==> src/rtl/clip_pkg.sv <==
package clip_pkg;
  localparam int FLOAT_W  = 32;
  localparam int EXP_LSB  = 23;
  localparam int EXP_W    = 8;
  localparam int EXP_MSB  = EXP_LSB + EXP_W - 1;
  localparam int SIGN_BIT = FLOAT_W - 1;
  localparam logic [FLOAT_W-1:0] SIGN_MASK = {1'b1, {(FLOAT_W-1){1'b0}}};

  typedef struct packed {
    logic below;
    logic above;
  } judge_pair_t;
endpackage

==> src/rtl/clip_lane_judge.sv <==
module clip_lane_judge
  import clip_pkg::*;
(
  input  logic [FLOAT_W-1:0] comp_i,
  input  logic [FLOAT_W-1:0] mag_i,
  output judge_pair_t        pair_o
);
  logic               exp_zero;
  logic [FLOAT_W-1:0] flushed;
  logic [FLOAT_W-1:0] negated;

  // exponent-zero components act as +0
  always_comb begin
    exp_zero = (comp_i[EXP_MSB:EXP_LSB] == '0);
    flushed  = exp_zero ? '0 : comp_i;
    negated  = flushed ^ SIGN_MASK;
  end

  always_comb begin
    pair_o.above = $signed(flushed) > $signed(mag_i);
    pair_o.below = $signed(negated) > $signed(mag_i);
  end
endmodule

==> src/rtl/clip_history.sv <==
module clip_history #(
  parameter int JUDGE_W = 6,
  parameter int DEPTH   = 4,
  localparam int HIST_W = JUDGE_W * DEPTH
) (
  input  logic               clk,
  input  logic               rst_n,
  input  logic               shift_i,
  input  logic [JUDGE_W-1:0] judge_i,
  output logic [HIST_W-1:0]  hist_o
);
  logic [HIST_W-1:0] hist_q;

  always_ff @(posedge clk or negedge rst_n) begin
    if (!rst_n)       hist_q <= '0;
    else if (shift_i) hist_q <= {hist_q[HIST_W-JUDGE_W-1:0], judge_i};
  end

  assign hist_o = hist_q;
endmodule

==> src/rtl/clip_judge_unit.sv <==
module clip_judge_unit
  import clip_pkg::*;
#(
  parameter int LANES = 3,
  parameter int DEPTH = 4,
  localparam int JUDGE_W = 2 * LANES,
  localparam int HIST_W  = JUDGE_W * DEPTH
) (
  input  logic                     clk,
  input  logic                     rst_n,
  input  logic                     exec_i,
  input  logic [LANES*FLOAT_W-1:0] fs_i,
  input  logic [FLOAT_W-1:0]       ref_w_i,
  output logic [HIST_W-1:0]        clip_o
);
  logic [FLOAT_W-1:0] mag;
  judge_pair_t        pairs [LANES];
  logic [JUDGE_W-1:0] judge;

  assign mag = ref_w_i & ~SIGN_MASK;

  for (genvar k = 0; k < LANES; k++) begin : g_lane
    clip_lane_judge u_lane (
      .comp_i (fs_i[k*FLOAT_W +: FLOAT_W]),
      .mag_i  (mag),
      .pair_o (pairs[k])
    );
    assign judge[2*k]   = pairs[k].above;
    assign judge[2*k+1] = pairs[k].below;
  end

  clip_history #(.JUDGE_W(JUDGE_W), .DEPTH(DEPTH)) u_hist (
    .clk     (clk),
    .rst_n   (rst_n),
    .shift_i (exec_i),
    .judge_i (judge),
    .hist_o  (clip_o)
  );
endmodule

==> config.mk <==
export PLATFORM = sky130hd
export DESIGN_NAME = clip_judge_unit
export DESIGN_NICKNAME = d
export VERILOG_FILES = /design/src/rtl/clip_pkg.sv /design/src/rtl/clip_lane_judge.sv /design/src/rtl/clip_history.sv /design/src/rtl/clip_judge_unit.sv
export SDC_FILE = /design/constraint.sdc
export NUM_CORES = 1
export LEC_CHECK = 0
export BUFFER_PORTS_ARGS = -buffer_cell sky130_fd_sc_hd__buf_2
export CORE_MARGIN = 1.5
export CORE_UTILIZATION = 45
export DETAILED_ROUTE_END_ITERATION = 6
export PLACE_DENSITY = 0.82
export SYNTH_ARGS = -nofsm -noshare
export SYNTH_HDL_FRONTEND = slang
export SYNTH_SLANG_ARGS = --single-unit
==> constraint.sdc <==
create_clock -name clk -period 0.8 [get_ports clk]
set_input_delay 0.12 -clock clk [delete_from_list [all_inputs] [get_ports clk]]
set_output_delay 0.12 -clock clk [all_outputs]
set_load 0.05 [all_outputs]
# Word level (Yosys, flattened, before mapping)
# Cells that the tools add are included.
dict set report classes {
  div 0
  n_addsub 0
  mux 3
  n_reduce_logical 3
  shift 0
  n_bitwise 3
  n_mul 0
  n_eq_ne 0
  order_cmp 6
}
# cell count
set ops {}
lappend ops {{$gt A32 B32 Y1} 6}
lappend ops {{$mux W32} 3}
lappend ops {{$logic_not A8 Y1} 3}
lappend ops {{$not A1 Y1} 3}
dict set report totals {
  n_memories 0
  word_cells 16
  input_bits 131
  ff_bits 24
  mem_bits_ro 0
  latchBits 0
  output_inout_bits 24
  ramBits 0
}

# Logic depth before layout (Yosys ltp)
# Gate-level depths: netlist of run 1.
dict set report logic_depth {
  ltp_word 4
  ltp_mapped 11
  mapped_depth_nobuf 10
}

# Hierarchy
# From an unflattened synthesis of run 1, not the netlist that was laid out.
dict set report hier_totals {
  hier_cells 531
  hier_area_um2 4207.8
}
# module cells_each seq_area_each_um2 area_each_um2 n_inst
set modules_own_cells {}
lappend modules_own_cells {{clip_lane_judge (g_lane[0].u_lane ...)} 160 0.0 1073.5 2}
lappend modules_own_cells {{clip_lane_judge (g_lane[1].u_lane)} 159 0.0 1059.8 1}
lappend modules_own_cells {clip_history 51 600.6 997.2 1}
lappend modules_own_cells {clip_judge_unit 1 0.0 3.8 1}

# Worst setup path before layout of run 1
# No wires, ideal clock.
dict set report synth_timing {
  path_kind {in2reg}
  start {input port fs_i[30]}
  end {register u_hist.hist_q[0] (netlist: u_hist.hist_o[0])}
  path_slack_ns -1.459
  stages 11
  required_ns 0.663
  setup_time_ns 0.137
  t_arrival_ns 2.123
  n_path_buf 1
  path_cell_list {nor4_1 nand2_1 clkbuf_1 and2_1 ha_1 a21oi_1 o21ai_1 a221o_1 a211oi_1 a2bb2oi_2 o22ai_1}
}
dict set report synth_via {
  elab_chain_len 3
}
# item line
set synth_rtl {}
lappend synth_rtl {{start: declaration} clip_judge_unit.sv:12} ;# input logic [LANES*FLOAT_W-1:0] fs_i,
lappend synth_rtl {{$logic_not A8 Y1} clip_lane_judge.sv:14} ;# exp_zero = (comp_i[EXP_MSB:EXP_LSB] == '0);
lappend synth_rtl {{$mux W32 (*)} clip_lane_judge.sv:15} ;# flushed = exp_zero ? '0 : comp_i;
lappend synth_rtl {{$gt A32 B32 Y1 (*)} clip_lane_judge.sv:20} ;# pair_o.above = $signed(flushed) > $signed(mag_i);
lappend synth_rtl {{end signal: assignment} clip_history.sv:16} ;# else if (shift_i) hist_q <= {hist_q[HIST_W-JUDGE_W-1:0], judge_i};
lappend synth_rtl {{end: declaration} clip_history.sv:12} ;# logic [HIST_W-1:0] hist_q;
# Every way passes the cells marked *; elsewhere a longest branch is shown, timed or not.
# A chain may end at the register's enable or synchronous reset.

# Worst setup path in the final report of run 1
dict set report layout_timing {
  start {input port fs_i[30]}
  end {register u_hist.hist_q[1] (netlist: u_hist.hist_o[1])}
}
dict set report layout_via {
  elab_chain_len 4
}
# item line
set layout_rtl {}
lappend layout_rtl {{$logic_not A8 Y1} clip_lane_judge.sv:14}
lappend layout_rtl {{$mux W32 (*)} clip_lane_judge.sv:15}
lappend layout_rtl {{$not A1 Y1 (no source line)} -}
lappend layout_rtl {{$gt A32 B32 Y1 (*)} clip_lane_judge.sv:21} ;# pair_o.below = $signed(negated) > $signed(mag_i);
# Marks and branches as above.

==> results of run 1 <==
-- worst max-delay path, cell delays in order --
cell and delay, ns:
buf_8 0.10, nor4_4 0.31, nand2_2 0.20, buf_8 0.20, and2_1 0.20, ha_4 0.24, a21oi_2 0.12, o21ai_1 0.11
a221o_1 0.41, a211oi_2 0.31, a2bb2oi_2 0.26, o22ai_1 0.12
-- layer usage --
layer  GRT usage  vias up  wire [um]
met5           0        -          0
met1      0.3836     2252       6717
met4      0.2397        0       2578
li1            -     2048          -
met3     0.08375      249       2486
met2      0.6741      491       9551
-- cells in the final DEF, fill, tap and decap left out, types with 3 or more instances in the layout --
master	count
a211oi_2	3
nand4_1	15
nor2_1	3
nand2_8	3
nand3_1	9
a21oi_1	26
nand2_4	4
dfrtp_2	23
buf_6	61
buf_8	5
and2_4	32
o22ai_2	4
nor4_4	8
inv_1	38
nor2b_1	3
nand2_1	26
ha_1	44
o21a_1	3
nor4b_4	4
o21ai_1	7
buf_4	73
ha_4	48
and2_1	35
mux2_4	16
o21ai_0	6
buf_12	4
buf_2	118
a21oi_2	16
nand2_2	5
clkbuf_8	4
a21o_1	8
-- power groups by stage --
stage	Clock (mW)	Combinational, mW	Sequential (mW)
3_5_place_dp	0	3.19	1.57
5_1_grt	0.923	5.18	1.65
6_report	0.914	4.99	1.64
3_3_place_gp	0	3.06	1.55
4_1_cts	0.852	3.95	1.58
2_1_floorplan	0	1.34	2.20
-- final cells by class --
type	instances	area (sq um)
Inverter	38	142.6
Multi-Input combinational cell	353	3939
Timing Repair Buffer	263	2016
Sequential cell	24	629.4
Clock buffer	4	55.05
Fill cell	310	815.8
Antenna cell	1	2.502
Tap cell	102	127.6
-- worst max-delay path by stage --
stage                     startpoint                to  slack, ns  cells past startpoint
final                       fs_i[30]  u_hist.hist_o[1]      -1.76                     12
after global routing        fs_i[30]  u_hist.hist_o[1]      -1.80                     12
after CTS                   fs_i[24]  u_hist.hist_o[0]      -1.41                     12
after detailed placement    fs_i[30]  u_hist.hist_o[0]      -1.73                     12
after global placement      fs_i[93]  u_hist.hist_o[5]      -1.68                     11
after floorplan             fs_i[23]  u_hist.hist_o[0]      -1.30                     11
-- per-stage QoR --
step / hold slack (ns) / area [sq um] / worst slack, ns / util
3_3_place_gp: 0.06475 / 5343 / -1.685 / 0.6914
4_1_cts: 0.1140 / 6217 / -1.411 / 0.8046
6_report: 0.1090 / 6912 / -1.757 / 0.8944
5_1_grt: 0.1225 / 6912 / -1.796 / 0.8944
3_5_place_dp: 0.07135 / 5343 / -1.733 / 0.6914
2_1_floorplan: -0.1756 / 4060 / -1.303 / -
-- cells by family after synthesis --
logic type	after synthesis
compound gates	85
fa+ha+maj	93
buf+inv	59
flops	24
mux	18
simple gates	154
-- what timing repair did --
action,4_1_cts,5_1_grt
hold endpoints to repair,24,0
pin swaps,41,66
resized for setup,132,99
endpoints found under the setup margin,35,48
cloned,3,1
buffers inserted,25,19
hold buffers,1,0
==> flow_summary_export.csv, run 1 <==
group,metric,value,unit
detailed_routing,drt_iter0_markers,456,
detailed_routing,viasPerCell,6.420,
hold_path,hold_path_class,"in -> reg",
timing,clock.fmax,391.1,MHz
synthesis,yosysSeqAreaShare,0.1676,
setup_path,worstSetupPathType,"in -> reg",
synthesis,avgSynthCellArea,8.276,sq um
cts,cts_tree,"done",
floorplanning,start_util,0.4637,
synthesis,synth-xor-area-share,0,
power_and_ir_drop,switchingPower,3.289,mW
setup_path,rr_startpoint,"u_hist.hist_o[20]",
timing,final-hold-violation-count,0,
cts,root_buffer,"clkbuf_8",
timing,maxSlewHeadroom,0.6866,
cells_and_area,syn_to_final_growth,92.88,%
setup_path,endpoint_kind,"flip-flop",
setup_path,reg2reg_to,"u_hist.hist_o[20]",
cts,clkTransAtPathRegs,0.10,ns
power_and_ir_drop,intPower,4.256,mW
cts,h-tree-depth,1,
floorplanning,die_y,92.24,um
placement,dp_hpwl,10050,um
placement,placed_cells,731,
cts,cts_inserted_buffers,3,
detailed_routing,dr.pass1.iters,7,
synthesis,ys.flop_type,"dfrtp_1",
synthesis,synth_area,3583,sq um
timing,fin_skew,0.002526,ns
global_routing,first_global_vias,5067,
hold_path,hold_start,"fs_i[31]",
floorplanning,fp-row-count,32,
timing,drv_slew,0,
global_routing,grt_util_all_layers,0.3726,
synthesis,synth_area_leaders,"ha_1 32%, dfrtp_1 17%, and2_1 12%",
cells_and_area,final_cell_count_no_fill,785,
global_routing,grt_max_degree,25,
power_and_ir_drop,powerDensity,1092,nW/um^2
setup_path,cp_data_required_time,0.96,ns
timing,rsz0062_at_grt,"yes",
setup_path,rrSetupSlack,-0.22,ns
cells_and_area,nNetsFinal,907,
detailed_routing,ant_nets,0,
power_and_ir_drop,power_leakage,3.324,nW
global_routing,antenna_found_initial,1,
synthesis,synth_top_cell_area_share,0.3247,
power_and_ir_drop,total_power,7.544,mW
job,maxCapViolCount,0,
synthesis,synthArstFlopShare,1.000,
synthesis,synth_cell_type_count,32,
floorplanning,die_x,92.24,um
detailed_routing,wirelength,21330,um
synthesis,synth_fa_ha_area_frac,0.3247,
setup_path,reg2reg_depth,2,
timing,fin_crit,2.557,ns
placement,io_buffers,153,
synthesis,synth_top_family_by_area,"adder cells",
cts,cts.sinks,24,
synthesis,synth_edf_count,0,
floorplanning,dieArea,8507,sq um
synthesis,yosysMostFrequentCell,"ha_1",
floorplanning,design.core.area,7727,sq um
timing,finalCritPeriodShare,3.196,
global_routing,gr-total-overflow,0,
synthesis,ys_ff_latch,24,
power_and_ir_drop,clockPowerShare,0.121,
detailed_routing,avgRoutedWirePerCell,27.17,um
global_routing,grt_pass1_wl,24650,um
synthesis,yosys.area_share.simple,0.2493,
placement,gp_congestion,0.9150,
synthesis,synth_common_cells,"93 x ha_1, 67 x and2_1, 44 x a21oi_1",
power_and_ir_drop,switching_share,0.4359,
synthesis,synth-compound-area-share,0.1393,
outcome,status,"complete, but fails checks",
timing,tightest_slew,0.4652,ns
hold_path,holdPathEnd,"u_hist.hist_o[1]",
outcome,violations,"design-rule violations, negative setup slack",
timing,setup_violations,48,
synthesis,syn_inst,433,
hold_path,holdPathStages,3,
cells_and_area,final_layout_size_suffix_gt1_frac,0.6598,
detailed_routing,vias,5040,
synthesis,synth_mux_area_frac,0.05656,
detailed_routing,drcViolationCount,4,
synthesis,synth_nets,657,
setup_path,critPathLaunchType,"primary input",
synthesis,synth-warning-count,0,
cts,clk_path_buf_depth,2,
power_and_ir_drop,combPwrFrac,0.661,
cts,clk_latency,0.28,ns
timing,fin_ws,-1.757,ns
setup_path,crit_arrival,2.71,ns
power_and_ir_drop,ir_drop,0.001074,V
cells_and_area,largest_reg_flops,24,
floorplanning,pin_count,155,
setup_path,worstPathMaxFanout,7,
timing,tns,-17.11,ns
synthesis,synth_area_leader_cell,"ha_1",
power_and_ir_drop,pwr-share-seq,0.218,
Note: power is estimated with default switching activity, not from simulation.
==> run 2: changes to the inputs <==
- CORE_MARGIN: 1.5 -> not set
==> flow_summary_export.csv, run 2 (synthesis gave the netlist of run 1 again) <==
group,metric,value,unit
outcome,status,"complete, but fails checks",
outcome,violations,"negative setup slack",
timing,fin_crit,2.563,ns
placement,gp_congestion,0.9013,
timing,maxSlewHeadroom,0.6942,
detailed_routing,drcViolationCount,0,
job,maxCapViolCount,0,
setup_path,crit_slowest_cell,"nor4b_4",
detailed_routing,wirelength,17960,um
global_routing,grt_pass1_wl,24050,um
timing,tightest_slew,0.4539,ns
setup_path,rr_startpoint,"u_hist.hist_o[14]",
cts,clk_latency,0.28,ns
timing,drv_slew,0,
power_and_ir_drop,total_power,7.115,mW
placement,placed_cells,731,
detailed_routing,ant_nets,0,
floorplanning,die_x,91.24,um
cells_and_area,final_util,0.8410,
cells_and_area,nNetsFinal,897,
placement,dp_hpwl,9772,um
cts,h-tree-depth,1,
cts,root_buffer,"clkbuf_8",
cells_and_area,final_cell_mix,"122 x buf_2, 70 x buf_4, 61 x ha_1",
setup_path,cp-startpoint,"fs_i[59]",
global_routing,grt_util_all_layers,0.3704,
cells_and_area,syn_to_final_growth,81.35,%
setup_path,critPathLaunchType,"primary input",
placement,dpl_worst_slack,-1.834,ns
setup_path,worstPathMaxFanout,6,
setup_path,cpMostUsedCell,"nor4b_4",
detailed_routing,vias,4710,
power_and_ir_drop,powerDensity,1095,nW/um^2
detailed_routing,routed-wl-met3,1617,um
cts,clk_path_buf_depth,2,
cells_and_area,final_common_cell,"buf_2",
power_and_ir_drop,power_leakage,3.210,nW
cells_and_area,largest_reg_flops,24,
timing,whs,0.1136,ns
power_and_ir_drop,switching_share,0.4286,
cts,clkTransAtPathRegs,0.10,ns
floorplanning,design.core.area,7727,sq um
timing,fin_skew,0.005620,ns
detailed_routing,viasPerCell,6.085,
floorplanning,pin_count,155,
setup_path,worstSetupPathType,"in -> reg",
hold_path,hold_start,"fs_i[31]",
power_and_ir_drop,pwr-share-seq,0.229,
detailed_routing,drt_iter0_markers,276,
timing,setup_violations,48,
cts,cts_tree,"done",
timing,final-hold-violation-count,0,
detailed_routing,wl_met1,6273,um
timing,clock.fmax,390.2,MHz
cells_and_area,final_layout_size_suffix_gt1_frac,0.6057,
setup_path,endpoint_kind,"flip-flop",
floorplanning,dieArea,8324,sq um
power_and_ir_drop,intPower,4.066,mW
global_routing,first_global_vias,4721,
cts,cts_inserted_buffers,3,
power_and_ir_drop,combPwrFrac,0.645,
setup_path,max_stage_delay,0.47,ns
detailed_routing,wl_met2,8568,um
detailed_routing,dr.pass1.iters,5,
setup_path,rrSetupSlack,-0.21,ns
floorplanning,die_y,91.24,um
setup_path,path_cells,"buf_2 -> nor4_4 -> nand2_4 -> buf_6 -> and2_4 -> ha_4 -> nand4_1 -> nor4b_4 -> nand2_2 -> a21oi_2 -> nor4b_4 -> o22ai_1",
setup_path,crit_arrival,2.75,ns
placement,io_buffers,153,
cts,cts.sinks,24,
power_and_ir_drop,switchingPower,3.049,mW
setup_path,cp_data_required_time,0.98,ns
global_routing,gr-total-overflow,0,
timing,rsz0062_at_grt,"yes",
global_routing,grt_max_degree,25,
detailed_routing,avgRoutedWirePerCell,23.21,um
floorplanning,fp-row-count,32,
global_routing,antenna_found_initial,0,
hold_path,hold_path_class,"in -> reg",
detailed_routing,top_layer,"met4",
timing,fin_ws,-1.763,ns
floorplanning,start_util,0.4637,
timing,finalCritPeriodShare,3.203,
power_and_ir_drop,clockPowerShare,0.126,
power_and_ir_drop,ir_drop,0.0008694,V
cells_and_area,antenna_cells,0,
cells_and_area,final_cell_count_no_fill,774,
run 2: cell types whose count changed in the layout (fill, tap and decap cells not counted), moves of 4 or more:
cell and change:
a21oi_1 +5, ha_4 -16, and2_4 -5, buf_2 +4, buf_6 -7, a21oi_2 -4, ha_1 +17, and2_1 +5
run 2: layout make-up:
class / instances / area [sq um]
multi-input cells: 352 / 3655
repair buffers: 254 / 1889
fillers: 379 / 1229
flip-flops and latches: 24 / 629.4
inverters: 38 / 142.6
well taps: 102 / 127.6
clock buffers: 4 / 55.05
run 2: per-stage QoR:
stage,cell area (sq um),TNS [ns]
6_report,6499,-16.29
5_1_grt,6499,-16.93
3_5_place_dp,5355,-12.19
3_3_place_gp,5355,-11.47
2_1_floorplan,4060,-9.553
4_1_cts,6056,-13.82
run 2: repair_timing:
item / in CTS / in global routing
endpoints found under the hold margin: 24 / 0
resized for setup: 106 / 68
cloned: 2 / 1
hold buffers: 1 / 0
buffers inserted: 25 / 10
setup endpoints to repair: 36 / 48
pin swaps: 25 / 49
run 2: power by group through the flow:
stage | sequential, mW | clock [mW] | combinational [mW]
2_1_floorplan | 2.20 | 0 | 1.34
3_3_place_gp | 1.55 | 0 | 3.05
3_5_place_dp | 1.57 | 0 | 3.17
4_1_cts | 1.58 | 0.822 | 3.90
5_1_grt | 1.64 | 0.923 | 4.80
6_report | 1.63 | 0.897 | 4.59
run 2: worst max-delay path: cells and delay by family:
kind | cells | cell delay (ns)
AO/OA/AOI/OAI | 2 | 0.55
adder cells (fa/ha/maj) | 1 | 0.27
buffers and inverters | 2 | 0.28
AND/OR/NAND/NOR | 7 | 1.54
run 2: routing by layer:
layer | track usage | up-vias
met4 | 0.2143 | 0
li1 | - | 2011
met1 | 0.4063 | 2193
met2 | 0.6635 | 363
met3 | 0.07035 | 143
met5 | 0 | -
run 2: final timing paths:
check / endpoint / cells past startpoint
max in group asynchronous: u_hist.hist_o[3] / 3
min in group asynchronous: u_hist.hist_o[6] / 3
worst min register to register: u_hist.hist_o[23] / 1
worst max register to register: u_hist.hist_o[14] / 2
worst min-delay path: u_hist.hist_o[1] / 3
worst max-delay path: u_hist.hist_o[2] / 12
